File: config.mk
export PLATFORM = sky130hd
export DESIGN_NAME = cbs_shaper
export DESIGN_NICKNAME = d
export VERILOG_FILES = /design/src/rtl/cbs_pkg.sv /design/src/rtl/cbs_credit_unit.sv /design/src/rtl/cbs_pick.sv /design/src/rtl/cbs_shaper.sv
export SDC_FILE = /design/constraint.sdc
export NUM_CORES = 1
export LEC_CHECK = 0
export ABC_AREA = 1
export BUFFER_PORTS_ARGS = -buffer_cell sky130_fd_sc_hd__buf_2
export CORE_UTILIZATION = 40
export CTS_CLUSTER_SIZE = 28
export DETAILED_ROUTE_END_ITERATION = 12
export GPL_ROUTABILITY_DRIVEN = 0
export PLACE_DENSITY = 0.65
export SETUP_SLACK_MARGIN = 0.15
export SYNTH_ARGS = -nofsm -noshare
export SYNTH_HDL_FRONTEND = slang
export SYNTH_SLANG_ARGS = --single-unit
File: constraint.sdc
create_clock -name clk -period 5.2 [get_ports clk]
set_input_delay 0.26 -clock clk [delete_from_list [all_inputs] [get_ports clk]]
set_output_delay 0.26 -clock clk [all_outputs]
set_load 0.02 [all_outputs]
File: src/rtl/cbs_pkg.sv
package cbs_pkg;

    typedef enum logic [1:0] {
        UPD_CLEAR   = 2'd0,
        UPD_ACCRUE  = 2'd1,
        UPD_SEND    = 2'd2,
        UPD_RECOVER = 2'd3
    } upd_e;

    // Chooses how a class credit moves this cycle.
    function automatic upd_e pick_mode(input logic waiting, input logic sending,
                                       input logic negative);
        upd_e m;
        if (sending)       m = UPD_SEND;
        else if (waiting)  m = UPD_ACCRUE;
        else if (negative) m = UPD_RECOVER;
        else               m = UPD_CLEAR;
        return m;
    endfunction

endpackage

File: src/rtl/cbs_credit_unit.sv
module cbs_credit_unit
    import cbs_pkg::*;
#(
    parameter int W = 16
) (
    input  logic                clk,
    input  logic                rst_n,
    input  logic                waiting,
    input  logic                sending,
    input  logic signed [W-1:0] idle_step,
    input  logic signed [W-1:0] send_step,
    input  logic signed [W-1:0] lim_hi,
    input  logic signed [W-1:0] lim_lo,
    output logic signed [W-1:0] credit
);

    typedef struct packed {
        logic signed [W-1:0] cr;
    } state_t;

    state_t st_d, st_q;
    upd_e   mode;
    logic signed [W:0] sum, wide_hi, wide_lo;

    always_comb begin
        st_d    = st_q;
        wide_hi = {lim_hi[W-1], lim_hi};
        wide_lo = {lim_lo[W-1], lim_lo};
        mode    = pick_mode(waiting, sending, st_q.cr[W-1]);
        unique case (mode)
            UPD_SEND:    sum = {st_q.cr[W-1], st_q.cr} + {send_step[W-1], send_step};
            UPD_ACCRUE:  sum = {st_q.cr[W-1], st_q.cr} + {idle_step[W-1], idle_step};
            UPD_RECOVER: begin
                sum = {st_q.cr[W-1], st_q.cr} + {idle_step[W-1], idle_step};
                if (sum > 0) sum = '0;
            end
            default:     sum = '0;
        endcase
        if (sum > wide_hi)      st_d.cr = lim_hi;
        else if (sum < wide_lo) st_d.cr = lim_lo;
        else                    st_d.cr = sum[W-1:0];
    end

    always_ff @(posedge clk) begin
        if (!rst_n) st_q <= '0;
        else        st_q <= st_d;
    end

    assign credit = st_q.cr;

endmodule

File: src/rtl/cbs_pick.sv
module cbs_pick #(
    parameter int N  = 4,
    parameter int CW = 2
) (
    input  logic [N-1:0]  elig,
    input  logic          busy,
    output logic          valid,
    output logic [CW-1:0] cls
);

    typedef struct packed {
        logic          any;
        logic [CW-1:0] idx;
    } pick_t;

    pick_t pk_d;

    // Later (higher) indices overwrite earlier ones: highest index wins.
    always_comb begin
        pk_d = '0;
        for (int i = 0; i < N; i++) begin
            if (elig[i]) begin
                pk_d.any = 1'b1;
                pk_d.idx = CW'(i);
            end
        end
    end

    assign valid = pk_d.any && !busy;
    assign cls   = pk_d.idx;

endmodule

File: src/rtl/cbs_shaper.sv
module cbs_shaper #(
    parameter  int N  = 4,
    parameter  int W  = 16,
    localparam int CW = (N > 1) ? $clog2(N) : 1
) (
    input  logic            clk,
    input  logic            rst_n,
    input  logic [N-1:0]    q_nonempty,
    input  logic            tx_busy,
    input  logic [CW-1:0]   tx_cls,
    input  logic [N*W-1:0]  idle_inc,
    input  logic [N*W-1:0]  send_inc,
    input  logic [W-1:0]    cred_max,
    input  logic [W-1:0]    cred_min,
    output logic [N-1:0]    eligible,
    output logic            pick_valid,
    output logic [CW-1:0]   pick_cls,
    output logic [N*W-1:0]  credit
);

    for (genvar g = 0; g < N; g++) begin : g_cls
        logic signed [W-1:0] cr_q;
        logic                on_wire;

        assign on_wire = tx_busy && (tx_cls == CW'(g));

        cbs_credit_unit #(.W(W)) u_unit (
            .clk       (clk),
            .rst_n     (rst_n),
            .waiting   (q_nonempty[g]),
            .sending   (on_wire),
            .idle_step ($signed(idle_inc[g*W +: W])),
            .send_step ($signed(send_inc[g*W +: W])),
            .lim_hi    ($signed(cred_max)),
            .lim_lo    ($signed(cred_min)),
            .credit    (cr_q)
        );

        assign credit[g*W +: W] = cr_q;
        assign eligible[g]      = q_nonempty[g] && !cr_q[W-1];
    end

    cbs_pick #(.N(N), .CW(CW)) u_pick (
        .elig  (eligible),
        .busy  (tx_busy),
        .valid (pick_valid),
        .cls   (pick_cls)
    );

endmodule

# --- Word-level counts from Yosys, hierarchy flattened ---
# Cells that the tools add are included.
totals:
  reg_bits: 64
  in_bits: 169
  out_inout_bits: 71
  word_cells: 86
op_classes:
  n_addsub: 8
  n_lt_le_gt_ge: 12
  eq_ne: 15
  n_mux: 32
  reduce_logical: 15
ops:
  columns: ["cell", "count"]
  rows:
  - ["$pmux 17 s3", 4]
  - ["$add 16x16->17", 8]
  - ["$mux 16", 8]
  - ["$gt 17x1->1 const B", 4]
  - ["$gt 17x16->1", 4]
  - ["$lt 17x16->1", 4]
  - ["$mux 17", 4]
  - ["$mux 2", 12]
  - ["$eq 2x2->1 const B", 10]
  - ["$mux 3", 4]
  - ["$eq 2x1->1 const B", 5]
  - ["$logic_and 1x1->1", 9]
  - ["$logic_not 1->1", 5]
  - ["$logic_not 2->1", 1]

# --- Longest topological paths before layout ---
# Gate-level depths: netlist of run 1.
logic_depth:
  depth_word: 8
  depth_mapped: 35

# --- By module ---
# A second synthesis of run 1 with hierarchy kept.
hier_totals:
  cells_unflattened: 2496
  area_unflattened_um2: 14850.5
modules_own_cells:
  columns: ["mod", "n_inst", "cells_per_inst", "area_per_inst_um2"]
  rows:
  - ["cbs_credit_unit (g_cls[1].u_unit)", 1, 622, 3743.6]
  - ["cbs_credit_unit (g_cls[2].u_unit)", 1, 617, 3709.8]
  - ["cbs_credit_unit (g_cls[0].u_unit)", 1, 620, 3691.0]
  - ["cbs_credit_unit (g_cls[3].u_unit)", 1, 615, 3612.2]
  - ["cbs_shaper", 1, 16, 60.1]
  - ["cbs_pick", 1, 6, 33.8]

# --- Worst setup path after synthesis of run 1 ---
# Ideal clock, no wire load.
synth_path:
  kind: "reg-to-reg"
  from: "register g_cls[3].u_unit.st_q, in the netlist g_cls[3].u_unit.credit[0]"
  to: "register g_cls[3].u_unit.st_q, in the netlist g_cls[3].u_unit.credit[10]"
  setup_ps: 109
  arrival_time_ps: 4421
  t_required_ps: 5091
  slack_ps: 670
  path_stages_with_launch: 34
  path_buffers: 2
  period_less_slack_ps: 4530
  cell_sequence: "dfxtp_1 -> ha_1 -> inv_1 -> fa_1 -> nand3b_1 -> nand2_1 -> a21o_1 -> nand2_1 -> nand2_1 -> nand2_2 -> nand2_2 -> nand2_1 -> nor2_2 -> nand3_2 -> nand2_1 -> o21bai_2 -> buf_2 -> o32ai_1 -> ha_1 -> a21oi_1 -> o31ai_1 -> a21oi_1 -> nor2_1 -> o21ai_0 -> a21oi_1 -> o21ai_0 -> o211ai_1 -> nand2_1 -> o21ai_2 -> inv_1 -> clkbuf_1 -> nand3_1 -> nand2_1 -> inv_1"
synth_between:
  elab_chain_cells: 7
  elab_cells_between_ends: 9
  cone_classes: "add/sub: 2; order compare: 3; mux: 4"
synth_lines:
  columns: ["item", "line", "source"]
  rows:
  - ["start, declared", "cbs_credit_unit.sv:21", "state_t st_d, st_q;"]
  - ["start signal, assigned", "cbs_credit_unit.sv:46", "else st_q <= st_d;"]
  - ["$add 16x16->17", "cbs_credit_unit.sv:32, cbs_credit_unit.sv:34", null]
  - ["$gt 17x1->1", "cbs_credit_unit.sv:35", "if (sum > 0) sum = '0;"]
  - ["$mux 17", "cbs_credit_unit.sv:35", null]
  - ["$pmux 17 s3 *", "cbs_credit_unit.sv:30", "unique case (mode)"]
  - ["$lt 17x16->1", "cbs_credit_unit.sv:40", "else if (sum < wide_lo) st_d.cr = lim_lo;"]
  - ["$mux 16", "cbs_credit_unit.sv:40", null]
  - ["$mux 16 *", "cbs_credit_unit.sv:39", "if (sum > wide_hi) st_d.cr = lim_hi;"]
# Mark *: on every way between the ends. The rest lies on a longest branch, timed or not.
# A chain may end at the register's enable or synchronous reset.

# --- Worst setup path after layout of run 1 ---
layout_path:
  from: "register g_cls[0].u_unit.st_q, in the netlist g_cls[0].u_unit.credit[0]"
  to: "register g_cls[0].u_unit.st_q, in the netlist g_cls[0].u_unit.credit[8]"
layout_between:
  elab_chain_cells: 7
  elab_cells_between_ends: 9
  cone_classes: "add/sub: 2; order compare: 3; mux: 4"
layout_lines:
  columns: ["item", "line"]
  rows:
  - ["start, declared", "cbs_credit_unit.sv:21"]
  - ["start signal, assigned", "cbs_credit_unit.sv:46"]
  - ["$add 16x16->17", "cbs_credit_unit.sv:32, cbs_credit_unit.sv:34"]
  - ["$gt 17x1->1", "cbs_credit_unit.sv:35"]
  - ["$mux 17", "cbs_credit_unit.sv:35"]
  - ["$pmux 17 s3 *", "cbs_credit_unit.sv:30"]
  - ["$lt 17x16->1", "cbs_credit_unit.sv:40"]
  - ["$mux 16", "cbs_credit_unit.sv:40"]
  - ["$mux 16 *", "cbs_credit_unit.sv:39"]
# Marked as above.

==> results of run 1 <==
[worst paths after layout]
kind | start | slack [ns] | depth (start not counted) | endpoint
min reg2reg | g_cls[2].u_unit.credit[0]$_SDFF_PN0_ | 0.97 | 7 | g_cls[2].u_unit.credit[0]$_SDFF_PN0_
max | g_cls[0].u_unit.credit[0]$_SDFF_PN0_ | 0.43 | 33 | g_cls[0].u_unit.credit[8]$_SDFF_PN0_
max reg2reg | g_cls[0].u_unit.credit[0]$_SDFF_PN0_ | 0.43 | 33 | g_cls[0].u_unit.credit[8]$_SDFF_PN0_
min | cred_max[14] | 0.20 | 3 | g_cls[1].u_unit.credit[14]$_SDFF_PN0_
[per-layer routing]
layer  up-vias  GRT usage [%]  routed length [µm]
li1       8134              -                   -
met1      7360           38.1               22800
met2       672           45.9               22500
met3        96           3.16                3780
met4         0           8.70                1590
met5         -              0                   0
[cell usage after synthesis (5+ instances only)]
| master | n |
|---|---|
| nand2_1 | 569 |
| inv_1 | 281 |
| ha_1 | 260 |
| a21oi_1 | 235 |
| nand3_1 | 201 |
| nor2_1 | 179 |
| o21ai_0 | 111 |
| dfxtp_1 | 64 |
| nand4_1 | 30 |
| nor3_1 | 27 |
| xnor2_1 | 26 |
| nand2_2 | 22 |
| o22ai_1 | 20 |
| clkbuf_1 | 18 |
| nand3b_1 | 16 |
| or2_2 | 13 |
| xor2_1 | 12 |
| o21ai_1 | 11 |
| a211oi_1 | 10 |
| buf_2 | 9 |
| a21o_1 | 8 |
| buf_4 | 8 |
| fa_1 | 8 |
| o2111ai_1 | 8 |
| o31ai_1 | 8 |
| o21bai_1 | 7 |
| a31oi_1 | 5 |
| and2_1 | 5 |
| buf_6 | 5 |
| o21a_1 | 5 |
| o21ai_2 | 5 |
[layout make-up]
type                            count  area share (%)
Multi-Input combinational cell   1850            69.9
Timing Repair Buffer              290            10.2
Sequential cell                    64            7.91
Inverter                          285            6.62
Tap cell                          448            3.45
Clock buffer                       11            1.49
Clock inverter                      5           0.346
Antenna cell                        2          0.0308
[worst max-delay path, delay by kind of cell (launching register included)]
family	cells	cell delay, ns
compound gates	7	1.15
fa+ha+maj	3	0.61
buf+inv	3	0.45
flops	1	0.37
simple gates	20	2.07
[stage by stage]
| step | hold WS [ns] | cell area, µm² | power, W | utilization [%] | std cells |
|---|---|---|---|---|---|
| floorplan | 0.409 | 13600 | 0.00631 | - | 2238 |
| global placement | 0.545 | 15400 | 0.00810 | 46.0 | 2918 |
| detailed placement | 0.540 | 15400 | 0.00824 | 46.0 | 2918 |
| CTS | 0.191 | 15700 | 0.00892 | 46.9 | 2934 |
| global route | 0.201 | 16300 | 0.0105 | 48.5 | 2955 |
| finish | 0.198 | 16300 | 0.00950 | 48.5 | 2955 |
[kinds of logic (layout without fill, tap and decap cells)]
| logic type | count (synthesis) | count (layout) |
|---|---|---|
| AO/OA/AOI/OAI | 462 | 462 |
| XOR/XNOR | 39 | 39 |
| adder cells (fa/ha/maj) | 268 | 268 |
| buffers and inverters | 325 | 591 |
| flip-flops | 64 | 64 |
| other | 0 | 2 |
| AND/OR/NAND/NOR | 1080 | 1081 |
[where the power goes]
| group | total, W | internal [W] | leakage (nW) | switching [W] |
|---|---|---|---|---|
| Clock | 0.000629 | 0.000384 | 0.146 | 0.000246 |
| Sequential | 0.000998 | 0.000707 | 0.534 | 0.000292 |
| Combinational | 0.00787 | 0.00294 | 8.36 | 0.00493 |
[cell usage in the layout, fill, tap and decap left out, types with 8 or more instances in the layout]
cell type  Yosys  final
xor2_1        12     12
inv_1        281    277
xnor2_1       26     25
o21ai_1       11     22
o2111ai_1      8      8
buf_2          9    239
nor2_1       179    177
nand3_1      201    199
o31ai_1        8      8
nand2_2       22     27
nor3_1        27     25
nand2_1      569    560
or2_2         13     12
o21ai_2        5     15
nand4_1       30     30
dfxtp_1       64     60
o21ai_0      111     88
o22ai_2        4     11
o22ai_1       20     12
a21o_1         8      8
ha_1         260    257
a21oi_1      235    232
clkbuf_16      0     11
buf_4          8     43
a211oi_1      10     10
nand3b_1      16     16
[repair_timing]
item,CTS,global route
cloned,0,4
setup buffers,0,15
pin swaps,0,11
resized for setup,7,93
setup endpoints to repair,26,64
==> results.json, run 1 <==
{
  "fin_crit_sh_pct": 91.8,
  "drt-vias-per-instance": 5.50,
  "drc": 0,
  "synth_edf_count": 0,
  "ctsHoldBuffers": 0,
  "fillers": 3539,
  "dieArea_um2": 34800,
  "worstPathArrival_ns": 5.02,
  "fin_crit_ns": 4.77,
  "synth_fa_ha_area_share_pct": 25.0,
  "synthesis.instances": 2238,
  "netlist_area_um2": 13600,
  "powerDensity_nw_per_um2": 584,
  "grt_max_degree": 45,
  "insertion_delay_ns": 0.34,
  "start_util_pct": 40.6,
  "cts.clk_slew.worst_paths_ns": 0.06,
  "fin_skew_ns": 0.00625,
  "leakagePower_nw": 9.04,
  "startpoint_type": "flip-flop",
  "synth_top_family_by_area": "simple AND/OR/NAND/NOR gates",
  "grt-ovfl-total": 0,
  "cts.htree.levels": 3,
  "drtAntennaViolNets": 0,
  "tns_ns": 0,
  "dr.pass1.iters": 7,
  "ir_worst_vdd_uv": 223,
  "fmax_mhz": 209,
  "place_ws_ns": 0.00655,
  "largest_reg_flops": 64,
  "final_nets": 2937,
  "ioPinCount": 240,
  "dp_hpwl_um": 41200,
  "grt_pass1_wl_um": 78700,
  "die_h_um": 187,
  "crit_slowest_cell": "dfxtp_2",
  "max-cap-violations": 0,
  "numPortBuffers": 239,
  "crit_type": "flip-flop to flip-flop",
  "finalSetupViolations": 0,
  "grt_pass1_vias": 15200,
  "drtIter0Drc": 1293,
  "yosysSeqAreaShare_pct": 9.40,
  "slowest_delay_ns": 0.37,
  "final_layout_size_suffix_gt1_share_pct": 17.0,
  "cpMostUsedCell": "nand2_2",
  "detail_route.wl_per_cell_um": 17.1,
  "path_max_fanout": 7,
  "synth.largest_area_cell": "ha_1",
  "via_count": 16300,
  "synthTopCellsByArea": "ha_1 24%, nand2_1 16%, dfxtp_1 9.4%",
  "syn-num-nets": 2675,
  "required_ns": 5.44,
  "async_flop_share_pct": 0,
  "hold_viol_final": 0,
  "area_growth_pct": 19.3,
  "clock_sinks": 64,
  "slew_viol_final": 0,
  "rsz0062_at_grt": "false",
  "root_buffer": "clkbuf_16",
  "seq_area_um2": 1290,
  "clockBufferDepth": 2,
  "synthMuxAreaShare_pct": 0,
  "synth_compound_area_share_pct": 19.2,
  "cp-end-kind": "flip-flop",
  "rows": 67,
  "cts_tree": "built",
  "core_area_um2": 33500,
  "synthDominantCellAreaShare_pct": 23.9,
  "run_status": "finished clean",
  "ys.warnings.count": 0,
  "tightest_slew_ns": 0.642,
  "synth.avg_cell_area_um2": 6.09,
  "cts_buffers": 9,
  "die_w_um": 187,
  "relSlewSlack_pct": 56.7,
  "synth_seq_cells": 64,
  "yosys.area_share.xor_xnor_pct": 2.56,
  "yosysUniqueCellTypes": 57,
  "antenna_found_initial": 2,
  "synth_ff_type": "dfxtp_1",
  "yosys.area_share.simple_pct": 34.2,
  "gr-usage-all-layers_pct": 27.9,
  "multiInputGateArea_um2": 11400,
  "min_path_type": "input pin to flip-flop",
  "wirelength_um": 50600,
  "finalWorstSetupSlack_ns": 0.426
}
Note: power is estimated with default switching activity, not from simulation.
==> run 2, diff against run 1 <==
Settings changed: CELL_PAD_IN_SITES_DETAIL_PLACEMENT set to 1, CELL_PAD_IN_SITES_GLOBAL_PLACEMENT set to 1, CTS_CLUSTER_SIZE 28 to unset, PLACE_DENSITY 0.65 to 0.88.
==> run 2 against run 1 <==
Effect of this change:
- largest power group unchanged
- clock-buffer cell count increased by 2
- sequential share of layout area is essentially flat
- global-route usage grew 4.7 points
- worst hold slack got worse by 0.012 ns
- final area is 0.49% higher
- clock power increased by 3%
- critical endpoint is now g_cls[3].u_unit.credit[7]$_SDFF_PN0_
==> results.json, run 2 (synthesis results as in run 1) <==
{
  "max-cap-violations": 0,
  "grt_pass1_wl_um": 91300,
  "timing.rr.end": "g_cls[3].u_unit.credit[7]$_SDFF_PN0_",
  "dp_hpwl_um": 47800,
  "fin_crit_ns": 5.04,
  "place_ws_ns": -0.0609,
  "area_growth_pct": 19.9,
  "dr.pass1.iters": 5,
  "path_max_fanout": 8,
  "cts_tree": "built",
  "holdPathEnd": "g_cls[2].u_unit.credit[12]$_SDFF_PN0_",
  "clock_sinks": 64,
  "run_status": "finished clean",
  "drtIter0Drc": 1168,
  "finalWorstSetupSlack_ns": 0.162,
  "relSlewSlack_pct": 54.4,
  "slew_viol_final": 0,
  "layout_commonest_cell": "nand2_1",
  "fin_crit_sh_pct": 96.9,
  "min_from": "cred_max[12]",
  "hold_viol_final": 0,
  "finalSetupViolations": 0,
  "slowest_delay_ns": 0.40,
  "ioPinCount": 240,
  "cts.clk_slew.worst_paths_ns": 0.06,
  "detail_route.wl_per_cell_um": 20.9,
  "worstPathArrival_ns": 5.29,
  "fin_skew_ns": 0.00433,
  "start_util_pct": 40.6,
  "final_nets": 2944,
  "grt_max_degree": 31,
  "worstReg2RegStart": "g_cls[3].u_unit.credit[0]$_SDFF_PN0_",
  "rsz0062_at_grt": "true",
  "leakagePower_nw": 9.07,
  "drt-vias-per-instance": 5.90,
  "path_buf_inv": 5,
  "required_ns": 5.45,
  "insertion_delay_ns": 0.36,
  "final_util_pct": 48.7,
  "largest_reg_flops": 64,
  "gr-usage-all-layers_pct": 32.7,
  "holdPathStages": 3,
  "core_area_um2": 33500,
  "finalPower_w": 0.0102,
  "cpMostUsedCell": "nand2_1",
  "drc": 0,
  "ff2ff_path_depth": 32,
  "die_h_um": 187,
  "die_w_um": 187,
  "grt-ovfl-total": 0,
  "crit_slowest_cell": "fa_1",
  "powerDensity_nw_per_um2": 623,
  "cts.htree.levels": 3,
  "startpoint_type": "flip-flop",
  "ctsHoldBuffers": 0,
  "tightest_slew_ns": 0.673,
  "fillers": 4694,
  "grt_pass1_vias": 17700,
  "cp-end-kind": "flip-flop",
  "fmax_mhz": 198,
  "final_layout_size_suffix_gt1_share_pct": 17.2,
  "rows": 67,
  "via_count": 17500,
  "critPathLaunch": "g_cls[3].u_unit.credit[0]$_SDFF_PN0_",
  "ir_worst_vdd_uv": 261,
  "drtAntennaViolNets": 0,
  "clockBufferDepth": 2,
  "root_buffer": "clkbuf_16",
  "cp_top_family": "compound AO/OA/AOI/OAI gates",
  "cts_buffers": 9,
  "final_cell_mix": "559 x nand2_1, 278 x inv_1, 258 x ha_1, 240 x buf_2, 229 x a21oi_1",
  "antenna_found_initial": 3,
  "numPortBuffers": 239,
  "crit_type": "flip-flop to flip-flop",
  "reg2reg_slack_ns": 0.16,
  "wirelength_um": 61900,
  "min_path_type": "input pin to flip-flop",
  "dieArea_um2": 34800
}
run 2: repair_timing:
item,4_1_cts,5_1_grt
endpoints found under the setup margin,32,64
resized for setup,19,91
buffers inserted,0,23
endpoints found under the hold margin,0,0
pin swaps,0,22
gates cloned,0,4
run 2: power by group:
part	switching [W]	internal, W
Combinational	0.00550	0.00302
Clock	0.000253	0.000396
Sequential	0.000305	0.000707
run 2: stage by stage:
| stage | cells | instance area, µm² | TNS (ns) | hold slack (ns) |
|---|---|---|---|---|
| final | 2961 | 16300 | 0 | 0.186 |
| after global routing | 2961 | 16300 | -1.10 | 0.208 |
| after CTS | 2933 | 15800 | 0 | 0.205 |
| after detailed placement | 2917 | 15400 | -0.248 | 0.564 |
| after global placement | 2917 | 15400 | 0 | 0.557 |
| after floorplan | 2238 | 13600 | 0 | 0.409 |
run 2: tightest hold or removal path, delay by kind of cell:
family / cells / cell delay, ns
buffers and inverters: 1 / 0.09
AO/OA/AOI/OAI: 1 / 0.07
AND/OR/NAND/NOR: 1 / 0.09
run 2: per-layer routing:
layer  track usage [%]  routed length [µm]
met3              4.12                4130
met1              39.2               24900
met5                 0                  25
met2              56.2               29100
met4              18.5                3730
run 2: worst max-delay path by stage:
stage          slack [ns]  cells past startpoint                                     to
3_3_place_gp         0.13                     31   g_cls[2].u_unit.credit[6]$_SDFF_PN0_
2_1_floorplan        0.67                     33  g_cls[3].u_unit.credit[10]$_SDFF_PN0_
4_1_cts              0.15                     33   g_cls[0].u_unit.credit[3]$_SDFF_PN0_
6_report             0.16                     32   g_cls[3].u_unit.credit[7]$_SDFF_PN0_
5_1_grt             -0.10                     32   g_cls[3].u_unit.credit[8]$_SDFF_PN0_
3_5_place_dp        -0.06                     31   g_cls[2].u_unit.credit[6]$_SDFF_PN0_
run 2: area by class of cell:
class / count / area (µm²) / area share, %
Tap cell: 448 / 561 / 3.43
Clock inverter: 3 / 40.0 / 0.245
Inverter: 285 / 1080 / 6.59
Clock buffer: 13 / 260 / 1.59
Sequential cell: 64 / 1290 / 7.88
Timing Repair Buffer: 296 / 1680 / 10.3
Antenna cell: 1 / 2.50 / 0.0153
Multi-Input combinational cell: 1851 / 11400 / 69.9
